$ cat config.mk
export PLATFORM = sky130hd
export DESIGN_NAME = pllacc_port
export DESIGN_NICKNAME = d
export VERILOG_FILES = /design/src/rtl/pllacc_pkg.sv /design/src/rtl/pllacc_addr_latch.sv /design/src/rtl/pllacc_reg_bank.sv /design/src/rtl/pllacc_clk_decode.sv /design/src/rtl/pllacc_port.sv
export SDC_FILE = /design/constraint.sdc
export NUM_CORES = 1
export LEC_CHECK = 0
export BUFFER_PORTS_ARGS = -buffer_cell sky130_fd_sc_hd__buf_2
export CAP_MARGIN = 20
export CORE_AREA = 2 2 232 280
export DETAILED_ROUTE_END_ITERATION = 6
export DIE_AREA = 0 0 234 282
export PLACE_DENSITY_LB_ADDON = 0.12
export SLEW_MARGIN = 20
export SYNTH_ARGS = -nofsm -noshare
export SYNTH_HDL_FRONTEND = slang
export SYNTH_HIERARCHICAL = 1
export SYNTH_SLANG_ARGS = --single-unit
export TNS_END_PERCENT = 1
$ cat constraint.sdc
create_clock -name clk -period 2.5 [get_ports clk]
set_input_delay 0.5 -clock clk [delete_from_list [all_inputs] [get_ports clk]]
set_output_delay 0.5 -clock clk [all_outputs]
set_load 0.03 [all_outputs]
$ cat src/rtl/pllacc_pkg.sv
// Package pllacc_pkg
// Shared layout of the index byte and the bank geometry.
// Assumes 8-bit bytes on both host ports.
package pllacc_pkg;
    localparam int BYTE_W  = 8;
    localparam int IDX_LSB = 2;
    localparam int WE_BIT  = 1;
    localparam int IDX_W   = BYTE_W - IDX_LSB;

    typedef struct packed {
        logic [IDX_W-1:0] idx;
        logic             we;
    } addr_sel_t;
endpackage

$ cat src/rtl/pllacc_addr_latch.sv
// Module pllacc_addr_latch
// Holds the index and write permission taken from the index port.
// Assumes a single-cycle strobe. Bit 0 of the incoming byte is discarded.
module pllacc_addr_latch
    import pllacc_pkg::*;
(
    input  logic              clk,
    input  logic              rst_n,
    input  logic              wr_en,
    input  logic [BYTE_W-1:0] wr_byte,
    output addr_sel_t         sel,
    output logic [BYTE_W-1:0] rd_byte
);
    addr_sel_t sel_r;
    logic      unused_bit0;

    // Capture the index and the permission on each index-port write.
    always_ff @(posedge clk) begin
        if (!rst_n) begin
            sel_r <= '0;
        end else if (wr_en) begin
            sel_r.idx <= wr_byte[BYTE_W-1:IDX_LSB];
            sel_r.we  <= wr_byte[WE_BIT];
        end
    end

    assign unused_bit0 = wr_byte[0];
    assign sel         = sel_r;
    // Reassemble the readback byte with the low bit forced to zero.
    assign rd_byte     = {sel_r.idx, sel_r.we, 1'b0};
endmodule

$ cat src/rtl/pllacc_reg_bank.sv
// Module pllacc_reg_bank
// Byte registers addressed by index. Also provides fixed taps for the
// post-divider, feedback-divider and extension registers.
// Assumes the tap indices lie inside the bank.
module pllacc_reg_bank #(
    parameter int DW          = 8,
    parameter int AW          = 6,
    parameter int NUM_SEL     = 4,
    parameter int POSTDIV_IDX = 6,
    parameter int FBDIV_BASE  = 7,
    parameter int EXT_IDX     = 11
) (
    input  logic                  clk,
    input  logic                  rst_n,
    input  logic                  wr_en,
    input  logic [AW-1:0]         wr_idx,
    input  logic [DW-1:0]         wr_data,
    input  logic [AW-1:0]         rd_idx,
    output logic [DW-1:0]         rd_data,
    output logic [DW-1:0]         postdiv_q,
    output logic [NUM_SEL*DW-1:0] fbdiv_q,
    output logic [DW-1:0]         ext_q
);
    localparam int DEPTH = 1 << AW;

    logic [DW-1:0] mem [DEPTH];

    genvar gi;
    generate
        for (gi = 0; gi < DEPTH; gi++) begin : g_reg
            // Load this register when it is the selected write target.
            always_ff @(posedge clk) begin
                if (!rst_n)
                    mem[gi] <= '0;
                else if (wr_en && (wr_idx == AW'(gi)))
                    mem[gi] <= wr_data;
            end
        end
        for (gi = 0; gi < NUM_SEL; gi++) begin : g_fb_tap
            assign fbdiv_q[gi*DW +: DW] = mem[FBDIV_BASE + gi];
        end
    endgenerate

    // Host readback of the selected register.
    assign rd_data   = mem[rd_idx];
    assign postdiv_q = mem[POSTDIV_IDX];
    assign ext_q     = mem[EXT_IDX];
endmodule

$ cat src/rtl/pllacc_clk_decode.sv
// Module pllacc_clk_decode
// Holds the active pixel-clock select and picks that select's post-divider
// field and feedback divider. Also splits out the extension fields.
// Assumes the field for select n sits at bits 2n+1:2n.
module pllacc_clk_decode #(
    parameter int DW      = 8,
    parameter int NUM_SEL = 4,
    parameter int PD_W    = 2,
    parameter int MPD_W   = 3,
    parameter int X4_BIT  = 3
) (
    input  logic                       clk,
    input  logic                       rst_n,
    input  logic                       sel_wr_en,
    input  logic [$clog2(NUM_SEL)-1:0] sel_wr_data,
    input  logic [DW-1:0]              postdiv_q,
    input  logic [NUM_SEL*DW-1:0]      fbdiv_q,
    input  logic [DW-1:0]              ext_q,
    output logic [$clog2(NUM_SEL)-1:0] sel_q,
    output logic [PD_W-1:0]            act_post_div,
    output logic [DW-1:0]              act_fb_div,
    output logic [MPD_W-1:0]           mclk_post_code,
    output logic                       mclk_fb_x4
);
    localparam int SW = $clog2(NUM_SEL);

    logic [SW-1:0]   sel_r;
    logic [PD_W-1:0] pd_field [NUM_SEL];
    logic [DW-1:0]   fb_field [NUM_SEL];
    logic            unused_ext;

    // Latch the active pixel-clock select.
    always_ff @(posedge clk) begin
        if (!rst_n)
            sel_r <= '0;
        else if (sel_wr_en)
            sel_r <= sel_wr_data;
    end

    genvar gs;
    generate
        for (gs = 0; gs < NUM_SEL; gs++) begin : g_split
            assign pd_field[gs] = postdiv_q[gs*PD_W +: PD_W];
            assign fb_field[gs] = fbdiv_q[gs*DW +: DW];
        end
    endgenerate

    // Route the selected fields to the outputs.
    always_comb begin
        act_post_div = pd_field[sel_r];
        act_fb_div   = fb_field[sel_r];
    end

    assign sel_q          = sel_r;
    assign mclk_post_code = ext_q[MPD_W-1:0];
    assign mclk_fb_x4     = ext_q[X4_BIT];
    assign unused_ext     = ^ext_q;
endmodule

$ cat src/rtl/pllacc_port.sv
// Module pllacc_port
// Top level of the indirect clock-synthesizer register port. Connects the
// index latch, the register bank and the clock-select decode.
// Assumes host strobes are one cycle wide. A data write uses the index and
// permission held before its own cycle.
module pllacc_port
    import pllacc_pkg::*;
#(
    parameter int NUM_SEL     = 4,
    parameter int POSTDIV_IDX = 6,
    parameter int FBDIV_BASE  = 7,
    parameter int EXT_IDX     = 11,
    parameter int X4_BIT      = 3
) (
    input  logic       clk,
    input  logic       rst_n,
    input  logic       addr_wr_en,
    input  logic [7:0] addr_wr_data,
    output logic [7:0] addr_rd_data,
    input  logic       data_wr_en,
    input  logic [7:0] data_wr_data,
    output logic [7:0] data_rd_data,
    input  logic       sel_wr_en,
    input  logic [1:0] sel_wr_data,
    output logic [1:0] sel_q,
    output logic [1:0] act_post_div,
    output logic [7:0] act_fb_div,
    output logic [2:0] mclk_post_code,
    output logic       mclk_fb_x4
);
    addr_sel_t                cur_sel;
    logic [BYTE_W-1:0]        postdiv_q;
    logic [BYTE_W-1:0]        ext_q;
    logic [NUM_SEL*BYTE_W-1:0] fbdiv_q;
    logic                     bank_wr;

    pllacc_addr_latch u_addr (
        .clk     (clk),
        .rst_n   (rst_n),
        .wr_en   (addr_wr_en),
        .wr_byte (addr_wr_data),
        .sel     (cur_sel),
        .rd_byte (addr_rd_data)
    );

    // Gate data writes with the permission flag held before this cycle.
    assign bank_wr = data_wr_en && cur_sel.we;

    pllacc_reg_bank #(
        .DW          (BYTE_W),
        .AW          (IDX_W),
        .NUM_SEL     (NUM_SEL),
        .POSTDIV_IDX (POSTDIV_IDX),
        .FBDIV_BASE  (FBDIV_BASE),
        .EXT_IDX     (EXT_IDX)
    ) u_bank (
        .clk       (clk),
        .rst_n     (rst_n),
        .wr_en     (bank_wr),
        .wr_idx    (cur_sel.idx),
        .wr_data   (data_wr_data),
        .rd_idx    (cur_sel.idx),
        .rd_data   (data_rd_data),
        .postdiv_q (postdiv_q),
        .fbdiv_q   (fbdiv_q),
        .ext_q     (ext_q)
    );

    pllacc_clk_decode #(
        .DW      (BYTE_W),
        .NUM_SEL (NUM_SEL),
        .PD_W    (2),
        .MPD_W   (3),
        .X4_BIT  (X4_BIT)
    ) u_dec (
        .clk            (clk),
        .rst_n          (rst_n),
        .sel_wr_en      (sel_wr_en),
        .sel_wr_data    (sel_wr_data),
        .postdiv_q      (postdiv_q),
        .fbdiv_q        (fbdiv_q),
        .ext_q          (ext_q),
        .sel_q          (sel_q),
        .act_post_div   (act_post_div),
        .act_fb_div     (act_fb_div),
        .mclk_post_code (mclk_post_code),
        .mclk_fb_x4     (mclk_fb_x4)
    );
endmodule

Yosys cells after proc, flatten, opt, wreduce, memory -nomap -nowiden
Memory sizes are Yosys's and may differ from the RTL's. A register that Yosys moved wholly into a read port is not among the register bits.
Index checks and enable logic that the tools add are counted.
- memories kept: 1
- output and inout port bits: 32
- logic and storage cells: 464
- register bits: 9
- RAM bits: 512
- reductions and logical operators: 66
- mux-type cells: 265
- eq/ne operators: 63
- bitwise logic cells: 65
- $lt $le $gt $ge: 1
- memory list (memory ; words ; width ; read ports ; clocked after memory_dff ; wr ports ; line ; source):
    u_bank.mem ; 64 ; 8 ; 7 ; 1 ; 64 ; pllacc_reg_bank.sv:26 ; logic [DW-1:0] mem [DEPTH];
- operator list (kind ; number):
    $mux W8 ; 66
    $mux W1 ; 193
    $eq A6 B6 Y1 const B ; 32
    $eq A6 B5 Y1 const B ; 16
    $logic_and A1 B1 Y1 ; 65
    $or A1 B1 Y1 ; 64
    $eq A6 B4 Y1 const B ; 8
    $eq A6 B3 Y1 const B ; 4
    $bmux W8 S2 ; 1
    $eq A6 B2 Y1 const B ; 2
    $mux W6 ; 2
    $eq A6 B1 Y1 const B ; 1
    $logic_not A6 Y1 ; 1
    $bmux W2 S2 ; 1
    $mux W2 ; 2
    $ge A3 B3 Y1 const B ; 1
    $not A2 Y3 ; 1

Longest topological paths before layout
- depth after elaboration: 6
- gate-level depth with buffers: 10
- depth with buffers taken out: 6

Cells and area by module
Netlist, hierarchy kept.
- by module, submodules not included (module ; area each (um2) ; cells each ; instances):
    pllacc_reg_bank ; 23729.0 ; 1572 ; 1
    pllacc_clk_decode ; 347.8 ; 22 ; 1
    pllacc_addr_latch ; 329.1 ; 31 ; 1
    pllacc_port ; 6.3 ; 1 ; 1

Least setup slack after synthesis
OpenSTA, ideal clock, no wires.
- path type: reg2out
- from: reg u_addr/rd_byte[3] (netlist name)
- to: out data_rd_data[7]
- cell stages (with the launch flop): 10
- setup slack: -0.519 ns
- required time: 2.000 ns
- arrival time: 2.519 ns
- cells stage by stage: dfxtp_1 > buf_4 > buf_4 > buf_2 > buf_4 > mux4_2 > mux2i_1 > a21oi_1 > nor2_1 > o31ai_1
- RTL lines (element ; line ; source):
    end: declaration ; pllacc_port.sv:22 ; output logic [7:0] data_rd_data,

==> impl_metrics.yaml <==
clock_tree:
  cts_sinks: 521
  insertion_delay_to_the_later_sink_of_the_worst_skew_pair_ps: 610
  cts_tree: "yes"
  cts_hold_repair.buffers: 0
  clockRootBuffer: "clkbuf_16"
  cts.clk_slew.worst_paths_ps: 60
  cts_htree_levels: 2
  cts_buffer_depth: 3
  numCtsBuffers: 55
timing:
  postLayoutSetupSlackWorst_ps: -763
  clock_skew_ps: 14.8
  final_hold_viol_count: 0
  grt_setup_unrepaired: "true"
  timing_max_transition_violations_final: 0
  period_minus_slack_ps: 3260
  setup_viol: 8
  max-slew-margin-rel_pct: 43.1
  max_clock_freq_mhz: 306
  worst-slew-pin-transition_ps: 853
  fin_crit_sh_pct: 131
finish:
  leading_cell_type_in_the_layout_fill_and_taps_excluded: "and2_1"
  nFillCells: 5429
  multi_input_area_mm2: 0.00868
  areaGrowthSynthToFinish_pct: 21.9
  nNetsFinal: 1865
  antenna_cells: 0
  most-common-layout-cells: "and2_1, edfxtp_1, buf_4"
  proportion_of_layout_cells_with_a_drive_suffix_above_1_pct: 32.3
  area.sequential_mm2: 0.0156
min_path:
  min_delay_worst_endpoint: "u_addr/rd_byte[4]"
  hp-class: "primary input to flip-flop"
  hold-path-cell-count: 3
  min_from: "addr_wr_data[4]"
pwr:
  design_power_total_mw: 20.5
  leakage_nw: 10.7
  peakVddDrop_mv: 0.620
  power.density_cell_area_mw_per_mm2: 689
yosys:
  synth_ff_type: "edfxtp_1"
  synthesis.nets: 1649
  post_synth_edffs: 512
  gate_count_after_technology_mapping: 1626
  synthesis.area_per_instance_um2: 15.0
  yosysTopAreaCellShare_pct: 63.0
  yosys_warnings: 6
  synth_area_mm2: 0.0244
  yosysTopAreaCell: "edfxtp_1"
  netlist-cell-type-count: 44
  synth-async-reset-ratio_pct: 0
  synth_seq_area_share_pct: 63.7
  ys_ff_latch: 521
  synth_area_leaders: "edfxtp_1, and2_1, mux4_2, o21ai_0, clkbuf_1"
floorplan:
  floorplan.die.height_um: 282
  std_cell_rows: 101
  floorplan.core_area_mm2: 0.0631
  dieWidth_um: 234
  starting_density_of_the_core_pct: 38.7
  fp.dieArea_mm2: 0.0660
  top_ports: 55
detailed_routing:
  route.detailed.drc: 0
  vias_per_cell: 5.26
  wl_per_cell_um: 26.0
  finalWirelength_mm: 70.4
  drt_iter0_drc: 964
  route.vias.total: 14300
  drt_pass1_iterations: 5
  drt.antenna.violating_nets: 0
worst_setup_path:
  timing.critical_path.arrival_ps: 2760
  r2r-start: "u_addr/rd_byte[2]"
  worstReg2RegEnd: "u_bank/mem[25][2]"
  reg2reg_depth: 7
  rrSetupSlack_ps: 80
  max_stage_delay_ps: 590
  cp_slowest_cell: "mux4_2"
  setup.worst_path.class: "flip-flop to output port"
  cp-start-kind: "flip-flop"
  critical_path.max_fanout: 5
  end_kind: "output port"
  path_cells: "buf_6, buf_12, buf_12, mux4_2, o22ai_2, o21ai_2, a22o_1, buf_4"
  critical-path-top-cell-by-count: "buf_12"
  timing.critical_path.required_ps: 2000
global_routing:
  grt.overflow.total: 0
  antenna_violations_before_repair: 1
  first_global_vias: 14900
  largest_net_degree_at_the_start_of_global_routing: 65
  grt_pass1_wl_mm: 103
  grtUsageTotal_pct: 21.8
run_status:
  failed_checks: "setup timing"
  run_status: "finished, violations left"
place:
  gp_congestion: 0.857
  pre_cts_ws_ps: -351
  post-dp-hpwl_mm: 47.9
  io_buffers: 52
run:
  drv.max_cap_violation_count: 0
worst max-delay path: cells and delay by family, from the launching register on:
kind	cells	cell delay, ps
buffers and inverters	4	580
multiplexers	1	590
flip-flops	1	400
AO/OA/AOI/OAI	3	580
where the power goes:
part	total (mW)	switching (mW)	internal, mW
Sequential	10.0	0.135	9.86
Combinational	2.05	1.18	0.873
Clock	8.45	3.47	4.98
Total	20.5	4.78	15.7
flip-flops by register name, summed over array words and instances, names as in the netlist:
| signal | cells |
|---|---|
| u_bank/mem | 512 |
| u_addr/rd_byte | 7 |
| u_dec/sel_q | 2 |
worst max-delay path by stage:
stage                            from          endpoint  cells after the start
floorplan           u_addr/rd_byte[1]  u_bank/mem[7][0]                      6
global placement    u_addr/rd_byte[3]   data_rd_data[4]                      7
detailed placement  u_addr/rd_byte[3]   data_rd_data[4]                      7
CTS                 u_addr/rd_byte[2]   data_rd_data[5]                      8
global route        u_addr/rd_byte[2]   data_rd_data[5]                      8
finish              u_addr/rd_byte[2]   data_rd_data[3]                      8
area by class of cell:
type / count / share of cell area [%]
Clock buffer: 67 / 4.92
Clock inverter: 35 / 1.29
Inverter: 3 / 0.0379
Multi-Input combinational cell: 973 / 29.2
Sequential cell: 521 / 52.3
Tap cell: 824 / 3.47
Timing Repair Buffer: 288 / 8.80
cells in the mapped netlist (all sizes together), types with 14 or more instances:
cell    number
and2       516
buf         59
clkbuf      70
edfxtp     512
mux2        14
mux2i       22
mux4       130
nand2       19
nor2        70
nor2b       18
o21ai       73
o22ai       24
per-stage QoR:
step	util, %	cells	cell area, um^2	hold slack, ps	setup TNS, ps
after global placement	42.7	2588	26900	501	-2340
after CTS	47.1	2710	29700	123	-6770
after global routing	47.2	2711	29800	173	-6340
after detailed placement	42.7	2588	26900	532	-2490
after floorplan	-	1626	24500	574	-2690
final	47.2	2711	29800	150	-5810
what timing repair did:
action | 4_1_cts | 5_1_grt
buffers inserted | 19 | 4
gates resized for setup | 127 | 22
pin swaps | 20 | 9
cloned | 6 | 0
endpoints found under the setup margin | 13 | 214
routing by layer:
metal  share of wire (%)  GRT usage, %  wire length, um
met1                  40          27.1            28400
met2                  52          38.3            36300
met3                 4.4          3.45             3110
met4                 3.8          8.02             2660
met5               0.018             0               13
kinds of logic (layout without fill, tap and decap cells):
group	after synthesis	after routing	share of synthesized area, %
AO/OA/AOI/OAI	144	144	3.62
buffers and inverters	132	393	2.87
flip-flops	521	521	63.7
multiplexers	166	166	13.7
other	1	1	0.0154
AND/OR/NAND/NOR	662	662	16.1
No activity file was read; power rests on OpenSTA's default activity.
